### src/rtl/sar_port_pkg.sv
package sar_port_pkg;

    typedef enum logic {
        PH_SHUTDOWN = 1'b0,
        PH_ACTIVE   = 1'b1
    } phase_e;

    typedef struct packed {
        logic level;
        logic fall;
    } edge_ev_t;

    function automatic int cnt_bits(input int n);
        return $clog2(n + 1);
    endfunction

endpackage

### src/rtl/sar_edge_sync.sv
module sar_edge_sync
    import sar_port_pkg::*;
#(
    parameter int               LANES    = 2,
    parameter int               STAGES   = 2,
    parameter logic [LANES-1:0] IDLE_VAL = '0
) (
    input  logic                 clk,
    input  logic                 rst,
    input  logic [LANES-1:0]     async_in,
    output edge_ev_t [LANES-1:0] ev
);

    for (genvar i = 0; i < LANES; i++) begin : g_lane
        logic [STAGES-1:0] pipe;
        logic              prev;

        always_ff @(posedge clk) begin
            if (rst) begin
                pipe <= {STAGES{IDLE_VAL[i]}};
                prev <= IDLE_VAL[i];
            end else begin
                pipe <= {pipe[STAGES-2:0], async_in[i]};
                prev <= pipe[STAGES-1];
            end
        end

        assign ev[i].level = pipe[STAGES-1];
        assign ev[i].fall  = prev & ~pipe[STAGES-1];
    end

endmodule

### src/rtl/sar_frame_ctrl.sv
module sar_frame_ctrl
    import sar_port_pkg::*;
#(
    parameter int FRAME_LEN    = 24,
    parameter int CAPTURE_EDGE = 6,
    parameter int CNT_W        = 5
) (
    input  logic             clk,
    input  logic             rst,
    input  logic             cs_lvl,
    input  logic             cs_fall,
    input  logic             sclk_fall,
    output phase_e           phase,
    output logic [CNT_W-1:0] count,
    output logic             cap_stb
);

    localparam logic [CNT_W-1:0] FRAME_C   = CNT_W'(FRAME_LEN);
    localparam logic [CNT_W-1:0] PRE_CAP_C = CNT_W'(CAPTURE_EDGE - 1);

    logic step;

    assign step    = (phase == PH_ACTIVE) && !cs_lvl && sclk_fall;
    assign cap_stb = step && (count == PRE_CAP_C);

    always_ff @(posedge clk) begin
        if (rst) begin
            phase <= PH_SHUTDOWN;
            count <= '0;
        end else if (cs_lvl) begin
            phase <= PH_SHUTDOWN;
            count <= '0;
        end else if (cs_fall) begin
            phase <= PH_ACTIVE;
            count <= '0;
        end else if (step && (count != FRAME_C)) begin
            count <= count + 1'b1;
        end
    end

endmodule

### src/rtl/sar_out_shift.sv
module sar_out_shift
    import sar_port_pkg::*;
#(
    parameter int DATA_W    = 16,
    parameter int LEAD_BITS = 8,
    parameter int CNT_W     = 5
) (
    input  logic              clk,
    input  logic              rst,
    input  phase_e            phase,
    input  logic [CNT_W-1:0]  count,
    input  logic              cap_stb,
    input  logic [DATA_W-1:0] sample_word,
    output logic [DATA_W-1:0] held,
    output logic              sdo
);

    localparam int               FRAME_LEN = LEAD_BITS + DATA_W;
    localparam int               IDX_W     = $clog2(DATA_W);
    localparam logic [CNT_W-1:0] LEAD_C    = CNT_W'(LEAD_BITS);
    localparam logic [CNT_W-1:0] FRAME_C   = CNT_W'(FRAME_LEN);
    localparam logic [CNT_W-1:0] LAST_C    = CNT_W'(FRAME_LEN - 1);

    logic [CNT_W-1:0] pos;
    logic             in_data;

    always_ff @(posedge clk) begin
        if (rst || phase == PH_SHUTDOWN) begin
            held <= '0;
        end else if (cap_stb) begin
            held <= sample_word;
        end
    end

    assign pos     = LAST_C - count;
    assign in_data = (phase == PH_ACTIVE) && (count >= LEAD_C) && (count < FRAME_C);
    assign sdo     = in_data ? held[pos[IDX_W-1:0]] : 1'b0;

endmodule

### src/rtl/sar_serial_port.sv
module sar_serial_port
    import sar_port_pkg::*;
#(
    parameter int DATA_W       = 16,
    parameter int LEAD_BITS    = 8,
    parameter int CAPTURE_EDGE = 6,
    parameter int SYNC_STAGES  = 2
) (
    input  logic              clk,
    input  logic              rst,
    input  logic              cs_n,
    input  logic              sclk,
    input  logic [DATA_W-1:0] sample_word,
    output logic              sdo,
    output logic              sdo_oe,
    output logic              pwr_down
);

    localparam int FRAME_LEN = LEAD_BITS + DATA_W;
    localparam int CNT_W     = cnt_bits(FRAME_LEN);

    edge_ev_t [1:0]    ev;
    logic              cs_lvl;
    logic              cs_fall;
    logic              sclk_fall;
    logic              unused_sclk_lvl;
    phase_e            phase;
    logic [CNT_W-1:0]  frame_cnt;
    logic              cap_stb;
    logic [DATA_W-1:0] held_word;

    sar_edge_sync #(
        .LANES   (2),
        .STAGES  (SYNC_STAGES),
        .IDLE_VAL(2'b01)
    ) u_sync (
        .clk     (clk),
        .rst     (rst),
        .async_in({sclk, cs_n}),
        .ev      (ev)
    );

    assign cs_lvl          = ev[0].level;
    assign cs_fall         = ev[0].fall;
    assign sclk_fall       = ev[1].fall;
    assign unused_sclk_lvl = ev[1].level;

    sar_frame_ctrl #(
        .FRAME_LEN   (FRAME_LEN),
        .CAPTURE_EDGE(CAPTURE_EDGE),
        .CNT_W       (CNT_W)
    ) u_ctrl (
        .clk      (clk),
        .rst      (rst),
        .cs_lvl   (cs_lvl),
        .cs_fall  (cs_fall),
        .sclk_fall(sclk_fall),
        .phase    (phase),
        .count    (frame_cnt),
        .cap_stb  (cap_stb)
    );

    sar_out_shift #(
        .DATA_W   (DATA_W),
        .LEAD_BITS(LEAD_BITS),
        .CNT_W    (CNT_W)
    ) u_out (
        .clk        (clk),
        .rst        (rst),
        .phase      (phase),
        .count      (frame_cnt),
        .cap_stb    (cap_stb),
        .sample_word(sample_word),
        .held       (held_word),
        .sdo        (sdo)
    );

    assign sdo_oe   = (phase == PH_ACTIVE);
    assign pwr_down = (phase == PH_SHUTDOWN);

endmodule

### config.mk
export PLATFORM = sky130hd
export DESIGN_NAME = sar_serial_port
export DESIGN_NICKNAME = d
export VERILOG_FILES = /design/src/rtl/sar_port_pkg.sv /design/src/rtl/sar_edge_sync.sv /design/src/rtl/sar_frame_ctrl.sv /design/src/rtl/sar_out_shift.sv /design/src/rtl/sar_serial_port.sv
export SDC_FILE = /design/constraint.sdc
export NUM_CORES = 1
export LEC_CHECK = 0
export ABC_CLOCK_PERIOD_IN_PS = 2600
export CAP_MARGIN = 0
export CELL_PAD_IN_SITES_DETAIL_PLACEMENT = 1
export CELL_PAD_IN_SITES_GLOBAL_PLACEMENT = 1
export CORE_MARGIN = 2
export CORE_UTILIZATION = 35
export DETAILED_ROUTE_END_ITERATION = 6
export DONT_BUFFER_PORTS = 1
export HOLD_SLACK_MARGIN = 0.08
export PLACE_DENSITY_LB_ADDON = 0.1
export SLEW_MARGIN = 30
export SYNTH_ARGS = -nofsm -noshare
export SYNTH_HDL_FRONTEND = slang
export SYNTH_SLANG_ARGS = --single-unit
### constraint.sdc
create_clock -name clk -period 2.6 [get_ports clk]
set_input_delay 0.52 -clock clk [delete_from_list [all_inputs] [get_ports clk]]
set_output_delay 0.52 -clock clk [all_outputs]
set_load 0.02 [all_outputs]
# Yosys cells after proc, flatten, opt, wreduce, memory -nomap -nowiden
# Index checks and enable logic that the tools add are counted.
# W data, S select, Z words.
# classes
n_div,0
n_reduce_logical,10
shift,0
n_bitwise,5
muxes,3
multipliers,0
n_lt_le_gt_ge,3
add_sub_neg,2
eq_ne,2
# op_table
cell,n
$logic_and A1 B1 Y1,6
$add A5 B1 Y5 const B,1
$eq A5 B3 Y1 const B,1
$ge A5 B4 Y1 const B,1
$lt A4 B5 Y1 const B,1
$lt A5 B5 Y1 const B,1
$ne A5 B5 Y1 const B,1
$bmux W1 S4,1
$sub A3 B4 Y4 const A,1
$not A1 Y1,3
$reduce_or A3 Y1,1
$and A1 B1 Y1,2
$mux W1,2
$reduce_or A2 Y1,1
$logic_not A1 Y1,1
$logic_or A1 B1 Y1,1
# totals
output_inout_bits,3
mem_count,0
rom_bits,0
word_cells,32
register_bits,28
in_bits,20
latch_bits,0
ramBits,0

# Depth between registers and ports, before layout
# Gate-level depths: netlist (run 1).
# logic_depth
ltp_word,4
mapped_depth,7
ltp_nobuf,6

# Cells and area by module
# A second synthesis (run 1) with hierarchy kept.
# hier_totals
hier_cells,123
area_unflattened_um2,1247.4
# modules_own_cells
module,seq_area_each_um2,cells_per_inst,area_each_um2,n_inst
sar_out_shift,320.3,67,721.9,1
sar_frame_ctrl,120.1,39,336.6,1
sar_edge_sync,120.1,16,185.2,1
sar_serial_port,0.0,1,3.8,1

# Worst setup path before layout (run 1)
# No wires, ideal clock.
# synth_timing
path_kind,flip-flop to output port
start,reg u_ctrl.count[1]
end,out sdo
required_time_ns,2.080
n_path_buf,1
path_stages_with_launch,5
slack_ns,0.678
t_arrival_ns,1.402
path_cell_list,dfxtp_1 -> clkbuf_1 -> mux4_2 -> o21ai_0 -> o22ai_1
# synth_via
elab_chain_len,4
elab_cells_between_ends,8
cone_classes,add/sub (1); order compare (2); mux (3); reduce/logical (2)
# synth_rtl
element,line,rtl
start: declaration,sar_frame_ctrl.sv:14,"output logic [CNT_W-1:0] count,"
start signal: assignment,sar_frame_ctrl.sv:37,count <= count + 1'b1;
$sub A3 B4 Y4 or $ge A5 B4 Y1 (tied branches),"sar_out_shift.sv:35, sar_out_shift.sv:36",
$bmux W1 S4 or $logic_and A1 B1 Y1 (tied branches),"sar_out_shift.sv:37, sar_out_shift.sv:36",
$mux W1 (not written as such) or $logic_and A1 B1 Y1 (tied branches),"sar_out_shift.sv:37, sar_out_shift.sv:36",
$mux W1 *,sar_out_shift.sv:37,assign sdo = in_data ? held[pos[IDX_W-1:0]] : 1'b0;
end: declaration,sar_serial_port.sv:14,"output logic sdo,"
# Mark *: on every way between the ends. The rest lies on a longest branch, timed or not. The select of a mux whose other input is x is not followed.

# Final worst setup path (run 1)
# layout_timing
start,reg u_ctrl.count[2]
end,out sdo
# Same word-level chain as after synthesis.

==> summary.md, run 1 <==
| Metric | Value |
|---|---|
| DIE HEIGHT | `62.4 um` |
| Post_cts resized | `0` |
| Synth Register Bits | `28` |
| DRC Markers | `0` |
| Required @ worst endpoint | `2.08 ns` |
| Post-synthesis sequential area ratio | `0.470` |
| Tmin final | `2.41 ns` |
| Max H-tree Level | `1` |
| Final ANT Viol Nets | `0` |
| Final #Nets | `140` |
| Hold depth | `1` |
| Root Driver | `clkbuf_4` |
| Worst-margin pin slew | `0.548 ns` |
| Die ar. | `3890 um^2` |
| CP endpoint kind | `primary output` |
| Reg-to-Reg End | `u_out.held[5]$_SDFFE_PP0P_` |
| Wire length of the first global-routing pass | `4200 um` |
| CP Class | `flip-flop to primary output` |
| Clock slew seen by the registers of the worst setup and hold paths | `0.14 ns` |
| Max Cap Viol | `0` |
| Leakage power figure | `0.504 nW` |
| Setup repair after global routing missed its margin | `false` |
| Antenna Diode Count | `0` |
| Core region area | `3310 um^2` |
| Dpl hpwl | `1780 um` |
| Worst r2r src | `u_ctrl.phase$_SDFFE_PP0P_` |
| Top_reg_cell synth | `dfxtp_1` |
| Vias in the first global route | `870` |
| Synth Area per Inst | `10.3 um^2` |
| Post-CTS setup buffer count | `0` |
| Worst Skew | `0.00986 ns` |
| Number of enable flip-flop cells after synthesis | `0` |
| Area growth syn-to-layout | `4.82%` |
| Peak VDD IR | `0.235 mV` |
| Final Hold Fails | `0` |
| Clock tree buffer depth | `2` |
| Setup tns final | `0 ns` |
| Starting density of the core | `0.361` |
| Congestion Overflow GR | `0` |
| CTS Hold Bufs | `0` |
| Slew Limit Fails | `0` |
| Antenna violations before repair | `0` |
| Final setup viols | `0` |
| Power per cell area | `488 nW/um^2` |
| Drt initial violations | `16` |
| Top Ports | `23` |
| GRT Util Overall | `0.134` |
| Worst hold slack | `0.262 ns` |
| Fin util | `0.378` |
| Hold wc startpoint | `rst` |
| CTS tree | `built` |
| Syn_nets | `139` |
| Cell Rows | `21` |
| Vias/cell | `4.87` |
| R2r setup slk | `0.84 ns` |
| Die width | `62.4 um` |
| FILL cells | `402` |
| Mapped Area | `1190 um^2` |
| Clock sink total | `28` |
| Final period utilization | `0.926` |
| Via count | `784` |
| Mean routed wirelength per cell | `14.5 um` |
| Fmax | `0.416 GHz` |
| Pin count of the biggest net entering global routing | `17` |
| Hold Path End | `u_sync.g_lane[1].pipe[1]$_SDFF_PP0_` |
| Yosys warnings | `0` |
| Worst Path Arrival | `1.89 ns` |
| Num CTS Buffers | `3` |
| Post-synth ARST share | `0` |
| Buffers added on ports | `0` |
| Clk_lat worst skew | `0.31 ns` |
| Netlist cell types | `27` |
| Hold Crit Class | `input port to flip-flop` |
| Share of layout cells above drive strength 1 | `0.0957` |
| CP Launch Type | `flip-flop` |
| First-pass DRT Iterations | `3` |
| Worst slew margin | `0.635` |
| Post-Syn Instances | `116` |
| Worst-path fanout max | `9` |
| Routability Congestion | `0.773` |
| DRT Wirelength | `2330 um` |
| Reg2reg path depth | `4` |
| Status | `finished clean` |
[synthesized netlist by cell type, types with 2 or more instances]
master / number / area [um^2]
clkbuf_1: 2 / 7.51
dfxtp_1: 28 / 561
ha_1: 3 / 37.5
inv_1: 3 / 11.3
mux2i_1: 20 / 200
mux4_2: 2 / 45.0
nand2_1: 5 / 18.8
nand3_1: 4 / 20.0
nand4_1: 2 / 12.5
nor2_1: 24 / 90.1
nor2b_1: 3 / 18.8
or2_2: 3 / 18.8
xor2_1: 3 / 26.3
[cell usage in the layout (no fill, tap or decap), drive strengths merged]
master,netlist,layout
o22ai,1,1
nand4b,1,1
a21oi,1,1
mux4,2,2
or3,1,1
nand4,3,3
or2,3,3
nand2,5,5
nor2,24,24
nor2b,3,3
or2b,1,1
a311o,1,1
xor2,3,3
inv,3,3
and4bb,1,1
mux2i,20,20
dfxtp,28,28
a311oi,1,1
clkbuf,2,3
ha,3,3
buf,3,1
nand3,4,4
o21ai,1,1
xnor2,1,1
[how the worst max path moves through the flow]
| stage | startpoint | endpoint | slack, ns |
|---|---|---|---|
| final | u_ctrl.count[2]$_SDFFE_PP0P_ | sdo | 0.19 |
| after global routing | u_ctrl.count[2]$_SDFFE_PP0P_ | sdo | 0.0008 |
| after CTS | u_ctrl.count[2]$_SDFFE_PP0P_ | sdo | 0.15 |
| after detailed placement | u_ctrl.count[2]$_SDFFE_PP0P_ | sdo | 0.54 |
| after global placement | u_ctrl.count[2]$_SDFFE_PP0P_ | sdo | 0.62 |
| after floorplan | u_ctrl.count[1]$_SDFFE_PP0P_ | sdo | 0.68 |
[kinds of logic (layout without fill, tap and decap cells)]
kind of cell / count (synthesis) / in the layout / share of synthesized area
AND/OR/NAND/NOR: 46 / 46 / 0.200
XOR/XNOR: 4 / 4 / 0.0294
AO/OA/AOI/OAI: 5 / 5 / 0.0293
flip-flops: 28 / 28 / 0.470
buffers and inverters: 8 / 7 / 0.0346
multiplexers: 22 / 22 / 0.205
adder cells (fa/ha/maj): 3 / 3 / 0.0314
[worst max-delay path, stage by stage, from the launching register on]
cell and delay [ns]:
dfxtp_1 0.63, mux2i_1 0.15, a311oi_1 0.28, nand2_1 0.08
o22ai_1 0.43
[per-stage QoR]
stage               power [mW]  instances  setup slack (ns)  area, um^2
floorplan                0.451        116             0.678        1190
global placement         0.452        158             0.624        1230
detailed placement       0.452        158             0.542        1230
CTS                      0.624        161             0.154        1250
global route             0.644        161          0.000803        1250
finish                   0.611        161             0.193        1250
[per-layer routing]
metal  vias up  track usage  wire [um]
li1        395            -          -
met1       374        0.179       1150
met2        13        0.216       1080
met3         2       0.0324         94
met4         0       0.0333         10
met5         -            0          0
[layout make-up]
cell class | count | area [um^2] | area share
multi-input cells | 80 | 592 | 0.473
flip-flops and latches | 28 | 561 | 0.448
well taps | 46 | 57.6 | 0.0460
clock buffers | 3 | 22.5 | 0.0180
inverters | 3 | 11.3 | 0.00900
repair buffers | 1 | 7.51 | 0.00600
[registers in the layout, summed over array words and instances, names as in the netlist]
signal and count:
u_ctrl.count 5, u_out.held 16, u_ctrl.phase 1, u_sync.g_lane.prev 2, u_sync.g_lane.pipe 4
[report_power, final]
part	internal, mW	switching [mW]
registers	0.433	0.00239
logic	0.00370	0.00284
clock network	0.0541	0.114
Power figures use the tool's default switching activity.
==> run 2: changes to the inputs <==
--- a/config.mk
+++ b/config.mk
@@ -5,6 +5,7 @@
 export SDC_FILE = /design/constraint.sdc
 export NUM_CORES = 1
 export LEC_CHECK = 0
+export ABC_AREA = 1
 export ABC_CLOCK_PERIOD_IN_PS = 2600
 export CAP_MARGIN = 0
 export CELL_PAD_IN_SITES_DETAIL_PLACEMENT = 1
@@ -19,3 +20,4 @@
 export SYNTH_ARGS = -nofsm -noshare
 export SYNTH_HDL_FRONTEND = slang
 export SYNTH_SLANG_ARGS = --single-unit
+export TNS_END_PERCENT = 1
==> summary.md, run 2 <==
| Metric | Value |
|---|---|
| Final ANT Viol Nets | `0` |
| Vias/cell | `4.72` |
| Post-synth ARST share | `0` |
| GR met2 Demand/Resource | `0.216` |
| Post_cts resized | `0` |
| Final Hold Fails | `0` |
| Pre-CTS setup slack | `0.667 ns` |
| Dpl hpwl | `2020 um` |
| Synth Area per Inst | `7.89 um^2` |
| Max H-tree Level | `1` |
| Setup repair after global routing missed its margin | `false` |
| Routability Congestion | `0.792` |
| Clk_lat worst skew | `0.28 ns` |
| CP Class | `flip-flop to primary output` |
| Setup tns final | `0 ns` |
| Peak VDD IR | `0.199 mV` |
| Final setup viols | `0` |
| Final period utilization | `0.832` |
| Netlist cell types | `21` |
| Worst-margin pin slew | `0.843 ns` |
| First-pass DRT Iterations | `4` |
| Worst Path Arrival | `1.64 ns` |
| DIE HEIGHT | `66.8 um` |
| Worst path most repeated cell | `nand2_1` |
| Slowest CP cell | `dfxtp_1` |
| Yosys warnings | `0` |
| Cell Rows | `22` |
| Num CTS Buffers | `3` |
| Top Ports | `23` |
| Mean routed wirelength per cell | `12.1 um` |
| Most numerous cell in the Yosys netlist | `nand2_1` |
| Mapped Area | `1380 um^2` |
| CP endpoint kind | `primary output` |
| Reg-to-Reg End | `u_out.held[10]$_SDFFE_PP0P_` |
| Met3 Use GR | `0.0372` |
| Starting density of the core | `0.372` |
| Antenna violations before repair | `0` |
| Reg2reg path depth | `7` |
| CP Launch Type | `flip-flop` |
| Synth area leader | `dfxtp_1` |
| CTS Hold Bufs | `0` |
| Area growth syn-to-layout | `4.89%` |
| Wire length of the first global-routing pass | `4620 um` |
| Final WS setup | `0.436 ns` |
| Commonest non-fill, non-tap cell in the layout | `nand2_1` |
| Top_reg_cell synth | `dfxtp_1` |
| Via count | `1044` |
| Most crowded layer after global routing | `met2` |
| Post-CTS setup buffer count | `0` |
| CTS tree | `built` |
| Buffers added on ports | `0` |
| Hold depth | `1` |
| Worst slew margin | `0.438` |
| Leakage power figure | `0.557 nW` |
| DRC Markers | `0` |
| Fmax | `0.462 GHz` |
| Clock sink total | `28` |
| Worst Skew | `0.0106 ns` |
| Tmin final | `2.16 ns` |
| Root Driver | `clkbuf_8` |
| Synth Register Bits | `28` |
| Critical Path Max Stage Delay | `0.35 ns` |
| Top post-synthesis cells by area | `dfxtp_1 (41%), a211oi_2 (14%), nand2_1 (11%), inv_1 (6.8%), nor2_1 (6.8%)` |
| Largest registers | `u_out.held x16, u_ctrl.count x5, u_sync.g_lane.pipe x4` |
| Core region area | `3720 um^2` |
| Critical path, cell by cell | `clkinv_1 > nand2_1 > nand3_1 > nand2_1 > nand2_1 > nand3_1 > nand2_1 > nor2_1` |
| DRT Wirelength | `2680 um` |
| Largest Register | `u_out.held` |
| Hold wc startpoint | `rst` |
| Fin util | `0.390` |
| Max Cap Viol | `0` |
| GRT Util Overall | `0.136` |
| R2r setup slk | `0.65 ns` |
| Hold Crit Class | `input port to flip-flop` |
| Syn_nets | `198` |
| Pin count of the biggest net entering global routing | `32` |
| Required @ worst endpoint | `2.08 ns` |
| Worst-path fanout max | `9` |
| Post-synth top cells | `nand2_1 (39), dfxtp_1 (28), inv_1 (25), nor2_1 (25), a211oi_2 (15)` |
| Slew Limit Fails | `0` |
| Post-Syn Instances | `175` |
| Drt initial violations | `32` |
| Yosys top cell area share | `0.406` |
| Met1 Usage GRT | `0.177` |
| Commonest cells after routing, fill and taps aside | `nand2_1 (39), dfxtp_1 (28), inv_1 (25), nor2_1 (25), a211oi_2 (15)` |
| Share of layout cells above drive strength 1 | `0.162` |
| Worst r2r src | `u_ctrl.count[1]$_SDFFE_PP0P_` |
| Clock slew seen by the registers of the worst setup and hold paths | `0.10 ns` |
| Clock tree buffer depth | `2` |
| Number of enable flip-flop cells after synthesis | `0` |
| Power per cell area | `544 nW/um^2` |
| Hold Path End | `u_sync.g_lane[1].pipe[0]$_SDFF_PP0_` |
| Max FFs per register | `16` |
| Die ar. | `4460 um^2` |
| Die width | `66.8 um` |
| Status | `finished clean` |
| Antenna Diode Count | `0` |
| Congestion Overflow GR | `0` |
| Post-synthesis sequential area ratio | `0.406` |
| Vias in the first global route | `1018` |
| Final #Nets | `197` |
run 2: final cells by class:
class	count	area, um^2
fillers	478	2270
clock buffers	3	41.3
multi-input cells	112	644
flip-flops and latches	28	561
clock inverters	1	30.0
well taps	48	60.1
inverters	28	105
repair buffers	1	7.51
run 2: logic make-up (layout without fill, tap and decap cells):
| family | after synthesis | after routing | share of synthesized area |
|---|---|---|---|
| AOI/OAI and AO/OA | 23 | 23 | 0.167 |
| DFF | 28 | 28 | 0.406 |
| and+or+nand+nor | 84 | 84 | 0.260 |
| adders and majority gates | 3 | 3 | 0.0272 |
| buffers and inverters | 35 | 33 | 0.128 |
| xor gates and xnor gates | 2 | 2 | 0.0127 |
run 2: metrics by stage:
step	cell area [um^2]	total power [mW]	std cells	hold WS, ns
floorplan	1380	0.453	175	0.388
global placement	1380	0.452	217	0.391
detailed placement	1380	0.453	217	0.399
CTS	1450	0.802	221	0.282
global route	1450	0.824	221	0.267
finish	1450	0.788	221	0.290
run 2: metal layers:
metal,vias to the layer above,part of all wire
met5,-,0
met4,0,0.0079
met3,2,0.043
met2,15,0.45
met1,484,0.49
li1,543,-
run 2: worst max-delay path: cells and delay by family, from the launching register on:
| kind | cells | cell delay, ns |
|---|---|---|
| flops | 1 | 0.35 |
| simple gates | 7 | 0.78 |
| buf+inv | 1 | 0.23 |
run 2: worst max-delay path by stage:
stage | start | endpoint | cells past startpoint
global placement | u_ctrl.count[0]$_SDFFE_PP0P_ | sdo | 8
CTS | u_ctrl.count[0]$_SDFFE_PP0P_ | sdo | 8
global route | u_ctrl.count[0]$_SDFFE_PP0P_ | sdo | 8
floorplan | u_ctrl.count[0]$_SDFFE_PP0P_ | sdo | 8
finish | u_ctrl.count[0]$_SDFFE_PP0P_ | sdo | 8
detailed placement | u_ctrl.count[1]$_SDFFE_PP0P_ | u_out.held[10]$_SDFFE_PP0P_ | 7
run 2: power breakdown:
group          switching [mW]  internal [mW]  leakage [nW]
registers             0.00285          0.433         0.227
clock network           0.139          0.206        0.0357
logic                 0.00445        0.00241         0.294
total                   0.147          0.641         0.557
